$ cat config.mk
export PLATFORM = sky130hd
export DESIGN_NAME = clk_mode_sel
export DESIGN_NICKNAME = d
export VERILOG_FILES = /design/src/rtl/clk_mode_pkg.sv /design/src/rtl/clk_mode_cfg_dec.sv /design/src/rtl/clk_mode_ratio_det.sv /design/src/rtl/clk_mode_sel.sv
export SDC_FILE = /design/constraint.sdc
export NUM_CORES = 1
export LEC_CHECK = 0
export ABC_AREA = 1
export ABC_CLOCK_PERIOD_IN_PS = 5000
export BUFFER_PORTS_ARGS = -buffer_cell sky130_fd_sc_hd__buf_4
export CAP_MARGIN = 30
export CORE_ASPECT_RATIO = 1.4
export CORE_UTILIZATION = 58
export CTS_CLUSTER_SIZE = 30
export DETAILED_ROUTE_END_ITERATION = 10
export PLACE_DENSITY = 0.9
export RECOVER_POWER = 100
export SETUP_SLACK_MARGIN = 0.5
export SLEW_MARGIN = 15
export SYNTH_ARGS = -nofsm -noshare
export SYNTH_HDL_FRONTEND = slang
export SYNTH_HIERARCHICAL = 1
export SYNTH_SLANG_ARGS = --single-unit
$ cat constraint.sdc
create_clock -name mclk -period 5 [get_ports mclk]
set_input_delay 0.5 -clock mclk [delete_from_list [all_inputs] [get_ports mclk]]
set_output_delay 0.5 -clock mclk [all_outputs]
set_load 0.05 [all_outputs]
$ cat src/rtl/clk_mode_pkg.sv
package clk_mode_pkg;

   typedef enum logic [1:0] {
      SPD_NORMAL = 2'b00,
      SPD_DOUBLE = 2'b01,
      SPD_QUAD   = 2'b10
   } speed_e;

   // Captured configuration word; the pin set reuses csel and spd[0].
   typedef struct packed {
      logic       par;
      logic       fam;
      logic [1:0] csel;
      logic [1:0] spd;
   } cfg_t;

endpackage

$ cat src/rtl/clk_mode_cfg_dec.sv
module clk_mode_cfg_dec
   import clk_mode_pkg::*;
#(
   parameter int BASE_RATIO = 128,
   parameter int RATIO_W    = 11
) (
   input  cfg_t               cfg,
   output logic               valid,
   output logic               is_auto,
   output speed_e             spd,
   output logic [RATIO_W-1:0] ratio
);
   localparam logic [RATIO_W-1:0] R1X = RATIO_W'(BASE_RATIO);
   localparam logic [RATIO_W-1:0] R15 = RATIO_W'(BASE_RATIO * 3 / 2);
   localparam logic [RATIO_W-1:0] R2X = RATIO_W'(BASE_RATIO * 2);
   localparam logic [RATIO_W-1:0] R3X = RATIO_W'(BASE_RATIO * 3);
   localparam logic [RATIO_W-1:0] R4X = RATIO_W'(BASE_RATIO * 4);
   localparam logic [RATIO_W-1:0] R6X = RATIO_W'(BASE_RATIO * 6);
   localparam logic [RATIO_W-1:0] R8X = RATIO_W'(BASE_RATIO * 8);

   always_comb begin
      valid   = 1'b0;
      is_auto = 1'b0;
      spd     = SPD_NORMAL;
      ratio   = R2X;
      if (cfg.par) begin
         case ({cfg.spd[0], cfg.csel})
            3'b000: begin valid = 1'b1; ratio = R2X; end
            3'b001: begin valid = 1'b1; ratio = R4X; end
            3'b010: begin valid = 1'b1; ratio = R3X; end
            3'b011: begin valid = 1'b1; ratio = R8X; end
            3'b101: begin valid = 1'b1; spd = SPD_DOUBLE; ratio = R2X; end
            3'b110: is_auto = 1'b1;
            3'b111: begin valid = 1'b1; spd = SPD_DOUBLE; ratio = R4X; end
            default: valid = 1'b0;
         endcase
      end else if (!cfg.fam) begin
         case ({cfg.csel, cfg.spd})
            4'b0000: begin valid = 1'b1; ratio = R2X; end
            4'b0100: begin valid = 1'b1; ratio = R4X; end
            4'b0101: begin valid = 1'b1; spd = SPD_DOUBLE; ratio = R2X; end
            4'b0110: begin valid = 1'b1; spd = SPD_QUAD;   ratio = R1X; end
            4'b1000: begin valid = 1'b1; ratio = R8X; end
            4'b1001: begin valid = 1'b1; spd = SPD_DOUBLE; ratio = R4X; end
            4'b1010: begin valid = 1'b1; spd = SPD_QUAD;   ratio = R2X; end
            4'b1101: is_auto = 1'b1;
            default: valid = 1'b0;
         endcase
      end else begin
         case ({cfg.csel, cfg.spd})
            4'b0000: begin valid = 1'b1; ratio = R3X; end
            4'b0100: begin valid = 1'b1; ratio = R6X; end
            4'b0101: begin valid = 1'b1; spd = SPD_DOUBLE; ratio = R3X; end
            4'b0110: begin valid = 1'b1; spd = SPD_QUAD;   ratio = R15; end
            default: valid = 1'b0;
         endcase
      end
   end
endmodule

$ cat src/rtl/clk_mode_ratio_det.sv
module clk_mode_ratio_det
   import clk_mode_pkg::*;
#(
   parameter int BASE_RATIO  = 128,
   parameter int TOL         = 2,
   parameter int TIMEOUT     = 2048,
   parameter int SYNC_STAGES = 2,
   parameter int RATIO_W     = 11
) (
   input  logic               clk,
   input  logic               rst_n,
   input  logic               fclk,
   output speed_e             det_speed,
   output logic [RATIO_W-1:0] det_ratio,
   output logic               det_locked
);
   localparam int CNT_W = $clog2(TIMEOUT + 1);
   localparam int NCLS  = 6;
   localparam int IDX_W = $clog2(NCLS);

   if (SYNC_STAGES < 2) begin : g_bad_sync
      $error("SYNC_STAGES must be at least 2");
   end
   if (TIMEOUT <= 6 * BASE_RATIO + TOL) begin : g_bad_timeout
      $error("TIMEOUT must exceed the longest nominal period");
   end

   function automatic int nom_of(input int i);
      return (((i % 2) == 0) ? BASE_RATIO : (BASE_RATIO * 3 / 2)) << (i / 2);
   endfunction

   function automatic speed_e speed_of(input int i);
      case (i / 2)
         0:       return SPD_QUAD;
         1:       return SPD_DOUBLE;
         default: return SPD_NORMAL;
      endcase
   endfunction

   // Synchronizer plus one stage for edge detection.
   logic [SYNC_STAGES:0] sync_q;
   logic                 rise;
   always_ff @(posedge clk or negedge rst_n) begin
      if (!rst_n) sync_q <= '0;
      else        sync_q <= {sync_q[SYNC_STAGES-1:0], fclk};
   end
   assign rise = sync_q[SYNC_STAGES-1] & ~sync_q[SYNC_STAGES];

   logic [CNT_W-1:0] cnt;
   logic [NCLS-1:0]  hit;
   logic             any_hit;
   logic [IDX_W-1:0] hit_idx;

   for (genvar i = 0; i < NCLS; i++) begin : g_cls
      localparam int NOM = nom_of(i);
      if (TOL == 0) begin : g_exact
         assign hit[i] = (int'(cnt) == NOM);
      end else begin : g_win
         assign hit[i] = (int'(cnt) >= NOM - TOL) && (int'(cnt) <= NOM + TOL);
      end
   end

   always_comb begin
      any_hit = 1'b0;
      hit_idx = '0;
      for (int i = 0; i < NCLS; i++) begin
         if (hit[i] && !any_hit) begin
            any_hit = 1'b1;
            hit_idx = IDX_W'(i);
         end
      end
   end

   logic             armed;
   logic             prev_ok;
   logic [IDX_W-1:0] prev_idx;
   logic             tmo;
   assign tmo = (cnt == CNT_W'(TIMEOUT));

   always_ff @(posedge clk or negedge rst_n) begin
      if (!rst_n) begin
         cnt        <= '0;
         armed      <= 1'b0;
         prev_ok    <= 1'b0;
         prev_idx   <= '0;
         det_speed  <= SPD_NORMAL;
         det_ratio  <= RATIO_W'(BASE_RATIO * 4);
         det_locked <= 1'b0;
      end else if (rise) begin
         cnt   <= CNT_W'(1);
         armed <= 1'b1;
         if (armed) begin
            if (any_hit) begin
               prev_ok  <= 1'b1;
               prev_idx <= hit_idx;
               if (prev_ok && prev_idx == hit_idx) begin
                  det_speed  <= speed_of(int'(hit_idx));
                  det_ratio  <= RATIO_W'(nom_of(int'(hit_idx)));
                  det_locked <= 1'b1;
               end else begin
                  det_locked <= 1'b0;
               end
            end else begin
               prev_ok    <= 1'b0;
               det_locked <= 1'b0;
            end
         end
      end else if (tmo) begin
         armed      <= 1'b0;
         prev_ok    <= 1'b0;
         det_locked <= 1'b0;
      end else begin
         cnt <= cnt + CNT_W'(1);
      end
   end
endmodule

$ cat src/rtl/clk_mode_sel.sv
module clk_mode_sel
   import clk_mode_pkg::*;
#(
   parameter int BASE_RATIO  = 128,
   parameter int TOL         = 2,
   parameter int TIMEOUT     = 2048,
   parameter int SYNC_STAGES = 2,
   parameter int RATIO_W     = 11
) (
   input  logic               mclk,
   input  logic               rst_n,
   input  logic               pwr_dn,
   input  logic               set_sel,
   input  logic               clk_family,
   input  logic [1:0]         clk_sel,
   input  logic [1:0]         speed_sel,
   input  logic [1:0]         pin_clk_sel,
   input  logic               pin_speed,
   input  logic               fclk,
   output logic [1:0]         speed,
   output logic [RATIO_W-1:0] ratio,
   output logic               locked,
   output logic               cfg_bad
);
   if (BASE_RATIO * 8 >= (1 << RATIO_W)) begin : g_bad_width
      $error("RATIO_W too narrow for the largest ratio");
   end
   if (TOL * 4 >= BASE_RATIO) begin : g_bad_tol
      $error("TOL overlaps neighbouring ratio windows");
   end

   cfg_t cfg_d, cfg_q;
   always_comb begin
      if (set_sel) cfg_d = '{par: 1'b1, fam: 1'b0, csel: pin_clk_sel, spd: {1'b0, pin_speed}};
      else         cfg_d = '{par: 1'b0, fam: clk_family, csel: clk_sel, spd: speed_sel};
   end

   always_ff @(posedge mclk or negedge rst_n) begin
      if (!rst_n)      cfg_q <= '0;
      else if (pwr_dn) cfg_q <= cfg_d;
   end

   logic               man_valid, man_auto;
   speed_e             man_speed, det_speed;
   logic [RATIO_W-1:0] man_ratio, det_ratio;
   logic               det_locked;

   clk_mode_cfg_dec #(.BASE_RATIO(BASE_RATIO), .RATIO_W(RATIO_W)) u_dec (
      .cfg(cfg_q), .valid(man_valid), .is_auto(man_auto),
      .spd(man_speed), .ratio(man_ratio)
   );

   clk_mode_ratio_det #(
      .BASE_RATIO(BASE_RATIO), .TOL(TOL), .TIMEOUT(TIMEOUT),
      .SYNC_STAGES(SYNC_STAGES), .RATIO_W(RATIO_W)
   ) u_det (
      .clk(mclk), .rst_n(rst_n), .fclk(fclk),
      .det_speed(det_speed), .det_ratio(det_ratio), .det_locked(det_locked)
   );

   always_ff @(posedge mclk or negedge rst_n) begin
      if (!rst_n) begin
         speed   <= SPD_NORMAL;
         ratio   <= RATIO_W'(BASE_RATIO * 2);
         locked  <= 1'b0;
         cfg_bad <= 1'b0;
      end else if (man_auto) begin
         speed   <= det_speed;
         ratio   <= det_ratio;
         locked  <= det_locked;
         cfg_bad <= 1'b0;
      end else if (man_valid) begin
         speed   <= man_speed;
         ratio   <= man_ratio;
         locked  <= 1'b1;
         cfg_bad <= 1'b0;
      end else begin
         locked  <= 1'b0;
         cfg_bad <= 1'b1;
      end
   end
endmodule

==> impl_results.md, run 1 <==
* Status: finished with violations
* Failing checks: max-capacitance violations, max-slew violations
* FFs w/ async S/R, synth at 100.0%
* Pleak at 1.774 nW
* Sw Share at 40.08%
* Net Switching at 467.2 uW
* Global route overflow at 0
* Layout cells sized above 1 at 16.85%
* Final core occ at 64.75%
* Num CTS Buffers at 5
* Yosys reg bits at slightly below 50
* Avg Cell Area, Syn at 7.640 um2
* Rows at 31
* Setup repair after global routing missed its margin: no
* Worst-Skew Late Latency at 0.31 ns
* Initial DRC count at 332
* Cts repair resizes at 0
* Hold crit path type: in2reg
* Placed Cells at 509
* First-pass GRT wire length at 12.70 mm
* Mapped cell area at 3247 um2
* I/O Buffers at 27
* DR pass1 iterations at 5
* Root Buffer: clkbuf_8
* Worst-case clock buffer depth at 2
* R2R cell count at 13
* Crit path required time at between 5 and 6 ns
* GP Congestion at a little over 0.9
* Yosys cell types at 36
* Final cycle utilization of the critical path at between 50 and 60%
* Mapped Cells at roughly 430
* Crit Path Category: reg2reg
* Postcts setup bufs at 0
* Routed WL at between 7 and 8 mm
* Wirelength per Cell at 14.00 um
* Dpl hpwl at around 5.5 mm
* Via density at about 5.7
* Largest net degree at the start of global routing at 50
* Antenna fix cells at 0
* Finish-stage setup viols at 0
* Die area at 5906 um2
* PwrDens at 341.3 nW/um2
* Worst setup margin at 2.123 ns
* CP arrival at 3.07 ns
* Clock sink total at 49
* Rel. slew slack at -71.50%
* Most used DFF post-synth: dfrtp_1
* Setup Skew at 0.01270 ns
* Worst Path Max Fanout at 8
* Final ANT Viol Nets at 0
* Sequential power share at between 40 and 50%
* Core ar. at between 5000 and 6000 um2
* WHS Path Cells at 1
* Logic pwr share at 32.0%
* Worst-margin pin slew at 2.572 ns
* Synthesis Warnings at 6
* Fillers at 491
* Die Height at 90.53 um
* Slew Limit Fails at 50
* EDFF count, synth at 0
* CTS tree: built
* Final Non-Filler Cells at 517
* DRC Markers at 0
* Clk pin slew, worst setup/hold paths at 0.09 ns
* Initial antenna violation count at 0
* H-tree Lvls at 2
* Final net count at 466
* Starting density of the core at 61.55%
* Area growth, synth to finish at 5.202%
* Max VDD drop at 0.2345 mV
* F_max at around 350 MHz
* Via count at about 3.0k
* Cts hold-fix bufs at 0
* Place WS at ~2.9 ns
* Sequential area share after synthesis at 37.84%
* CP Capture Type: flip-flop
* Final min period at 2.877 ns
* Maxcap violations at 1
* Hold Slack at 0.3288 ns
* Die width at 65.24 um
* GR Util All Layers at 27.49%
* Fin. Hold Viols at 0
* Setup TNS at 0 ns
* P_int at 698.5 uW
* Critical Path Start Type: flip-flop
* Clock power share at 25.5%
* Vias in the first global route at between 2k and 3k
* # IOs at 28
==> critical path: stages, from the launching register on <==
cell and delay (ns):
dfrtp_1 0.50, inv_1 0.32, nand2_1 0.12, o21ai_0 0.19
nand2_1 0.08, nand2_1 0.08, nand2_1 0.13, nand2_1 0.18
nand2_1 0.07, nand2_1 0.11, nand3_4 0.07, nor2_1 0.37
nand3_1 0.30, and2_2 0.26
==> registers in the layout (all words and copies together), names as in the netlist <==
signal	flops
ratio	11
u_det/prev_ok	1
u_det/det_ratio	5
u_det/prev_idx	3
u_det/det_speed	2
cfg_q	6
u_det/det_locked	1
speed	2
u_det/cnt	12
locked	1
u_det/sync_q	3
u_det/armed	1
cfg_bad	1
==> power groups by stage <==
stage	clock [mW]	sequential, mW	combinational (mW)
floorplan	0	0.584	0.217
global placement	0	0.501	0.387
detailed placement	0	0.505	0.397
CTS	0.301	0.497	0.398
global route	0.316	0.501	0.408
finish	0.297	0.496	0.373
==> cell type report <==
cell class / instances / area [um2] / share of cell area (%)
clock buffers: 7 / 86.33 / 2.527
clock inverters: 1 / 30.03 / 0.8791
inverters: 44 / 165.2 / 4.835
multi-input cells: 322 / 1677 / 49.08
flip-flops and latches: 49 / 1229 / 35.97
well taps: 66 / 82.58 / 2.418
repair buffers: 28 / 146.4 / 4.286
==> metal layers <==
layer	up-vias	GRT usage [%]	share of wire [%]
met1	1372	28.96	37
met2	128	49.57	54
met5	-	0	0
met3	38	5.177	4.5
met4	0	14.86	4.3
li1	1416	-	-
==> Yosys cell counts (4+ instances only) <==
cell / n / area [um2]
nand2_4: 4 / 45.04
nand4_1: 13 / 81.33
nor3_1: 8 / 40.04
dfrtp_1: 47 / 1176
nand2_1: 117 / 439.2
inv_1: 28 / 105.1
nor2_2: 6 / 37.54
inv_2: 15 / 56.30
nand3_1: 46 / 230.2
nand2_2: 7 / 43.79
buf_4: 14 / 105.1
nand3_2: 21 / 210.2
a21oi_1: 10 / 50.05
nor2_1: 34 / 127.6
o21ai_0: 18 / 90.09
==> final timing paths <==
| check | start | to | slack, ns |
|---|---|---|---|
| setup / recovery | u_det/cnt[1]$_DFFE_PN0P_ | u_det/det_ratio[10]$_DFFE_PN0P_ | 2.12 |
| hold / removal | fclk | u_det/sync_q[0]$_DFF_PN0_ | 0.33 |
| min in group asynchronous | rst_n | cfg_q[0]$_DFFE_PN0P_ | 0.99 |
| setup reg to reg | u_det/cnt[1]$_DFFE_PN0P_ | u_det/det_ratio[10]$_DFFE_PN0P_ | 2.12 |
| max in group asynchronous | rst_n | cfg_q[1]$_DFFE_PN0P_ | 2.55 |
| hold reg to reg | u_det/sync_q[0]$_DFF_PN0_ | u_det/sync_q[1]$_DFF_PN0_ | 0.35 |
==> metrics by stage <==
step	total power, mW	instance area, um2
finish	1.166	3416
global route	1.225	3416
CTS	1.197	3542
detailed placement	0.9020	3426
global placement	0.8879	3426
floorplan	0.8010	3284
==> placed cells by master, fill, tap and decap left out, drive strengths merged <==
cell type  count
o211ai         1
dfrtp         47
o31ai          1
bufinv         1
o21ai         20
dfstp          2
a21oi         12
nand2        128
nor4           2
conb          12
o22ai          1
a31oi          1
inv           43
and2           1
clkbuf        25
nor3          10
nor2          45
nand3         70
ha             3
nand3b         2
buf           10
nand4         13
clkinv         1
==> logic make-up (layout without fill, tap and decap cells) <==
family                     Yosys count  after routing  synth area share (%)
buffers and inverters               64             80                 9.903
adders and majority gates            3              3                 1.156
AOI/OAI and AO/OA                   36             36                 6.590
other                                2             12                0.2313
and+or+nand+nor                    271            271                 44.28
DFF                                 49             49                 37.84
No activity file was read; power rests on OpenSTA's default activity.
==> run 2, diff against run 1 <==
--- a/config.mk
+++ b/config.mk
@@ -5,15 +5,15 @@
 export SDC_FILE = /design/constraint.sdc
 export NUM_CORES = 1
 export LEC_CHECK = 0
-export ABC_AREA = 1
-export ABC_CLOCK_PERIOD_IN_PS = 5000
+export ABC_AREA = 0
+export ABC_CLOCK_PERIOD_IN_PS = 2500
 export BUFFER_PORTS_ARGS = -buffer_cell sky130_fd_sc_hd__buf_4
 export CAP_MARGIN = 30
 export CORE_ASPECT_RATIO = 1.4
-export CORE_UTILIZATION = 58
+export CORE_UTILIZATION = 54
 export CTS_CLUSTER_SIZE = 30
 export DETAILED_ROUTE_END_ITERATION = 10
-export PLACE_DENSITY = 0.9
+export PLACE_DENSITY = 0.89
 export RECOVER_POWER = 100
 export SETUP_SLACK_MARGIN = 0.5
 export SLEW_MARGIN = 15
==> constraint.sdc (replaced) <==
create_clock -name mclk -period 2.5 [get_ports mclk]
set_input_delay 0.25 -clock mclk [delete_from_list [all_inputs] [get_ports mclk]]
set_output_delay 0.25 -clock mclk [all_outputs]
set_load 0.05 [all_outputs]
==> impl_results.md, run 2 <==
* Slew Limit Fails at 0
* Die width at between 60 and 70 um
* Hold path startpoint: fclk
* Reg-to-reg critical path endpoint: u_det/det_speed[0]$_DFFE_PN0P_
* Status: completed
* Most flops, register: u_det/cnt
* Vias in the first global route at 2,074
* Starting density of the core at 56.02%
* Area leader, netlist: dfrtp_1
* Crit Path Category: reg2reg
* Clk pin slew, worst setup/hold paths at 0.09 ns
* F_max at 430.1 MHz
* P_int at 1.409 mW
* Crit path buf inv count at 0
* Rows at 31
* GR Util All Layers at 21.18%
* Hold crit path type: in2reg
* # IOs at 28
* Hold Slack at 0.07423 ns
* Final ANT Viol Nets at 0
* Mapped cell area at 2912 um2
* PwrDens at roughly 670 nW/um2
* Sequential area share after synthesis at 42.20%
* Commonest non-fill, non-tap cell in the layout: dfrtp_1
* Most used DFF post-synth: dfrtp_1
* Setup TNS at 0 ns
* Crit path required time at roughly 2.7 ns
* Largest net degree at the start of global routing at 50
* Fin. Hold Viols at 0
* Global route overflow at 0
* Finish-stage setup viols at 0
* Post-synth top cells: dfrtp_1 (47), nand2_1 (29), nor2_1 (28)
* FFs w/ async S/R, synth at 100.0%
* Critical-path top delay cell: dfrtp_1
* Largest registers: u_det/cnt: 12 flops, ratio: 11 flops, cfg_q: 6 flops
* Die Height at about 90 um
* Met2 GRT Util at 39.75%
* DR pass1 iterations at 5
* Crit path cell chain: nand2_1, and4_1, o21ai_2, nand3_2, nor3_2, o2111ai_4, mux2_1
* R2R setup slack at 0.17 ns
* I/O Buffers at 27
* Worst Path Max Fanout at 11
* Via count at 2,053
* CTS tree: built
* Setup repair after global routing missed its margin: yes
* CP delay by family, top: simple AND/OR/NAND/NOR gates
* Critical Path Start Type: flip-flop
* Routed WL at between 5 and 6 mm
* Post-DP Area at a little over 3000 um2
* CP Capture Type: flip-flop
* Yosys cell types at 56
* Avg Cell Area, Syn at between 10 and 15 um2
* Hold EP: u_det/sync_q[0]$_DFF_PN0_
* Reg-to-Reg Start: u_det/cnt[1]$_DFFE_PN0P_
* H-tree Lvls at 2
* Initial DRC count at 74
* Most frequent cell after synthesis: dfrtp_1
* Initial antenna violation count at 0
* Final net count at 329
* GP Congestion at ~0.82
* Die area at 5694 um2
* Maxcap violations at 0
* Wirelength per Cell at 14.19 um
* Final cycle utilization of the critical path at approximately 93%
* Sw Share at a little over a third
* Synthesis Warnings at 6
* Setup Skew at 0.004702 ns
* Clock power share at about a quarter
* Area growth, synth to finish at 11.13%
* Layout cells sized above 1 at 23.25%
* Yosys reg bits at between 40 and 50
* Clock sink total at 49
* R2R cell count at 7
* Core ar. at ~5200 um2
* Max FFs per register at 12
* Worst-margin pin slew at 1.153 ns
* CP arrival at 2.51 ns
* Dominant cells by area after synthesis: dfrtp_1 (40%), mux2i_1 (5.8%), nand2_1 (3.7%)
* Final min period at roughly 2.3 ns
* Fillers at about 460
* Antenna fix cells at 0
* Most frequent cells in the layout: dfrtp_1 (40), nor2_1 (28), nand2_1 (28), buf_4 (19)
* Global-route met1 utilization at 23.29%
* Dpl hpwl at 3.949 mm
* DRC Markers at 0
* Worst-case clock buffer depth at 2
* First-pass GRT wire length at 9.239 mm
* Share of the synthesized area in the top cell type at 40.40%
* WHS Path Cells at 1
* Slowest stage delay, CP at roughly 0.55 ns
* Via density at 5.403
* WP depth at 7
* Crit path from: u_det/cnt[1]$_DFFE_PN0P_
* Max VDD drop at between 0.4 and 0.5 mV
* Pleak at 1.468 nW
* Logic pwr share at between 20 and 30%
* Finished Cell Area at 3236 um2
* Mapped Cells at 282
* EDFF count, synth at 0
* Root Buffer: clkbuf_8
* Worst-Skew Late Latency at roughly 0.30 ns
* GRT met3 Usage at 3.866%
* Net Switching at 773.0 uW
* Num CTS Buffers at 5
* Rel. slew slack at around 23%
* Sequential power share at 46.1%
* GRT Max-Usage Layer: met2
==> run 2: cell count changes in the layout (fill, tap and decap cells not counted), sizes merged, moves of 5 or more <==
| cell | before | now |
|---|---|---|
| nand2 | 128 | 30 |
| nand3 | 70 | 6 |
| inv | 43 | 8 |
| mux2i | 0 | 17 |
| nor2 | 45 | 28 |
| mux2 | 0 | 11 |
| buf | 10 | 20 |
| xor2 | 0 | 8 |
| nand4 | 13 | 6 |
| nor3 | 10 | 4 |
| and3 | 0 | 5 |
| nand2b | 0 | 5 |
| nor4b | 0 | 5 |
==> run 2: cells by family after synthesis <==
group | Yosys count | share of synthesized area (%)
other cells | 2 | 0.2579
mux | 28 | 10.87
simple gates | 105 | 21.57
xor+xnor | 12 | 3.610
compound gates | 47 | 12.03
buf+inv | 36 | 8.165
fa+ha+maj | 3 | 1.289
flops | 49 | 42.20
==> run 2: worst max-delay path by stage <==
| stage | to |
|---|---|
| 2_1_floorplan | u_det/det_ratio[6]$_DFFE_PN0P_ |
| 3_3_place_gp | u_det/det_ratio[6]$_DFFE_PN0P_ |
| 3_5_place_dp | u_det/det_ratio[8]$_DFFE_PN0P_ |
| 4_1_cts | u_det/det_ratio[8]$_DFFE_PN0P_ |
| 5_1_grt | u_det/det_speed[0]$_DFFE_PN0P_ |
| 6_report | u_det/det_speed[0]$_DFFE_PN0P_ |
==> run 2: cell type report <==
class	count	area [um2]	area share (%)
multi-input combinational	207	1504	46.48
inverter	8	30.03	0.9281
clock buffer	6	82.58	2.552
timing repair buffer	42	261.5	8.082
clock inverter	2	37.54	1.160
sequential	49	1237	38.24
tap	66	82.58	2.552
==> run 2: repair_timing <==
item / CTS / global route
gates resized for setup: 6 / 2
cloned: 0 / 0
endpoints found under the setup margin: 10 / 13
endpoints found under the hold margin: 47 / 0
buffers inserted: 7 / 2
hold buffers: 1 / 0
pin swaps: 5 / 5
==> run 2: through the flow <==
| stage | utilization (%) | cells | setup WS [ns] | total power [mW] |
|---|---|---|---|---|
| finish | 62.25 | 380 | 0.1748 | 2.182 |
| global route | 62.25 | 380 | 0.06340 | 2.320 |
| CTS | 63.38 | 378 | 0.2373 | 2.244 |
| detailed placement | 59.46 | 362 | 0.1463 | 1.656 |
| global placement | 59.46 | 362 | 0.2467 | 1.639 |
| floorplan | - | 292 | 0.3705 | 1.508 |
==> run 2: power groups by stage <==
| stage | sequential, mW | combinational, mW | clock (mW) |
|---|---|---|---|
| final | 1.01 | 0.596 | 0.581 |
| after global routing | 1.02 | 0.655 | 0.643 |
| after CTS | 1.01 | 0.635 | 0.599 |
| after floorplan | 1.16 | 0.344 | 0 |
| after detailed placement | 1.03 | 0.630 | 0 |
| after global placement | 1.02 | 0.618 | 0 |
==> run 2: routing by layer <==
metal	share of wire (%)	vias up
met1	40	987
met3	3.5	12
met5	0	-
met4	2.4	0
li1	-	1012
met2	54	42
==> run 2: worst register-to-register path: cells and delay by family, from the launching register on <==
kind,cells,cell delay (ns)
and+or+nand+nor,4,0.79
AOI/OAI and AO/OA,2,0.50
muxes,1,0.36
DFF,1,0.55
==> run 3, diff against run 2 <==
--- a/config.mk
+++ b/config.mk
@@ -5,12 +5,12 @@
 export SDC_FILE = /design/constraint.sdc
 export NUM_CORES = 1
 export LEC_CHECK = 0
-export ABC_AREA = 0
+export ABC_AREA = 1
 export ABC_CLOCK_PERIOD_IN_PS = 2500
 export BUFFER_PORTS_ARGS = -buffer_cell sky130_fd_sc_hd__buf_4
 export CAP_MARGIN = 30
 export CORE_ASPECT_RATIO = 1.4
-export CORE_UTILIZATION = 54
+export CORE_UTILIZATION = 55
 export CTS_CLUSTER_SIZE = 30
 export DETAILED_ROUTE_END_ITERATION = 10
 export PLACE_DENSITY = 0.89
==> impl_results.md, run 3 (synthesis results as in run 1) <==
* Status: completed
* Crit path required time at between 2 and 3 ns
* R2R cell count at 12
* Vias in the first global route at 2,987
* Final cycle utilization of the critical path at 85.94%
* Fillers at 460
* Die area at 6219 um2
* Max FFs per register at 12
* Reg-to-Reg Start: u_det/cnt[6]$_DFFE_PN0P_
* R2R setup slack at 0.35 ns
* Global route overflow at 0
* # IOs at 28
* Critical Path End: u_det/det_ratio[10]$_DFFE_PN0P_
* Initial DRC count at 237
* Worst-case clock buffer depth at 2
* Die Height at 92.91 um
* Root Buffer: clkbuf_8
* Slew Limit Fails at 0
* GP Congestion at 0.9237
* Worst Path Max Fanout at 8
* Setup TNS at 0 ns
* PwrDens at roughly 670 nW/um2
* Starting density of the core at 57.92%
* DRC Markers at 0
* Crit path cell chain: inv_1, nand2_1, nor2_4, a21oi_1, nand2_2, nand3_4, nand3b_1, nand2_2, nand3_4, nor2_8, nand3_4, and2_0
* Slowest stage delay, CP at 0.48 ns
* WP depth at 12
* Pleak at 1.928 nW
* Via density at 5.712
* Routed WL at 8.359 mm
* Rows at 32
* Worst-Skew Late Latency at between 0.3 and 0.4 ns
* Multi-input logic area at 1834 um2
* Maxcap violations at 0
* Register area at about 1200 um2
* Critical Path Start Type: flip-flop
* Antenna fix cells at 0
* Crit path buf inv count at 1
* Area growth, synth to finish at 17.42%
* CTS tree: built
* Max VDD drop at 0.6650 mV
* Wirelength per Cell at between 15 and 20 um
* Most numerous cell on the critical path: nand3_4
* Most flops, register: u_det/cnt
* Reg-to-reg critical path endpoint: u_det/det_ratio[10]$_DFFE_PN0P_
* I/O Buffers at 27
* Rel. slew slack at 20.81%
* Commonest non-fill, non-tap cell in the layout: nand2_1
* Metal2 WL at 4.442 mm
* Setup Skew at ~0.01 ns
* Die width at 66.94 um
* Overall power at ~2.5 mW
* DR pass1 iterations at 5
* Setup repair after global routing missed its margin: yes
* Final min period at 2.148 ns
* First-pass GRT wire length at 12.99 mm
* Critical-path top delay cell: dfrtp_1
* Largest registers: u_det/cnt: 12 flops, ratio: 11 flops, cfg_q: 6 flops
* CP Capture Type: flip-flop
* GR Util All Layers at 27.37%
* Final ANT Viol Nets at 0
* Dpl hpwl at 5.587 mm
* Met1 wire length at 3.076 mm
* Layout cells sized above 1 at 29.38%
* Num CTS Buffers at 5
* Core ar. at around 5600 um2
* Via count at roughly 3.1k
* Crit Path Category: reg2reg
* Initial antenna violation count at 0
* Clk pin slew, worst setup/hold paths at around 0.10 ns
* H-tree Lvls at 2
* F_max at about 470 MHz
* Fin. Hold Viols at 0
* Highest metal used: met4
* DR WL met3 at between 300 and 400 um
* Clock sink total at 49
* Final net count at 495
* Hold crit path type: in2reg
* CP delay by family, top: simple AND/OR/NAND/NOR gates
* Finish-stage setup viols at 0
* Most frequent cells in the layout: nand2_1 (108), nand3_1 (45), dfrtp_1 (40), buf_4 (36)
* CP arrival at 2.36 ns
* Largest net degree at the start of global routing at 50
* Worst-margin pin slew at 1.188 ns
* Crit path from: u_det/cnt[6]$_DFFE_PN0P_
run 3: area by class of cell:
| cell class | instances | share of cell area, % |
|---|---|---|
| Clock inverter | 2 | 0.9846 |
| Multi-Input combinational cell | 322 | 48.11 |
| Timing Repair Buffer | 57 | 9.452 |
| Clock buffer | 6 | 2.166 |
| Inverter | 44 | 4.595 |
| Sequential cell | 49 | 32.46 |
| Tap cell | 68 | 2.232 |
run 3: routing by layer:
metal  global-route usage [%]  up-vias
li1                         -     1480
met1                    28.27     1469
met2                    51.01      129
met3                    4.187       52
met4                    14.01        0
met5                        0        -
run 3: worst min-delay path by stage:
stage                     startpoint                   endpoint  slack, ns  cells after the start
after global routing            fclk  u_det/sync_q[0]$_DFF_PN0_       0.06                      1
after floorplan                rst_n          cfg_bad$_DFF_PN0_      -0.05                      0
after detailed placement       rst_n       cfg_q[0]$_DFFE_PN0P_       0.30                      1
after CTS                       fclk  u_det/sync_q[0]$_DFF_PN0_       0.05                      1
after global placement         rst_n       cfg_q[0]$_DFFE_PN0P_       0.29                      1
final                           fclk  u_det/sync_q[0]$_DFF_PN0_       0.07                      1
run 3: metrics by stage:
step | area (um2) | setup slack (ns) | cells | utilization [%] | hold slack, ns
after detailed placement | 3451 | 0.3406 | 514 | 61.56 | 0.3040
final | 3812 | 0.3516 | 548 | 68.01 | 0.07307
after global routing | 3812 | 0.1905 | 548 | 68.01 | 0.05839
after floorplan | 3284 | 0.6827 | 435 | - | -0.04559
after CTS | 3709 | 0.5007 | 533 | 66.16 | 0.04743
after global placement | 3451 | 0.4091 | 514 | 61.56 | 0.2949
run 3: repair_timing:
item | 4_1_cts | 5_1_grt
gates cloned | 0 | 0
hold buffers | 1 | 0
buffers inserted | 10 | 15
gates resized for setup | 19 | 29
pin swaps | 3 | 14
endpoints found under the hold margin | 47 | 0
setup endpoints to repair | 17 | 12
run 3: report_power, final:
group          switching [mW]  internal, mW  leakage (nW)
clock network           0.278         0.326        0.0574
registers              0.0996         0.890         0.620
logic                   0.655         0.299          1.25
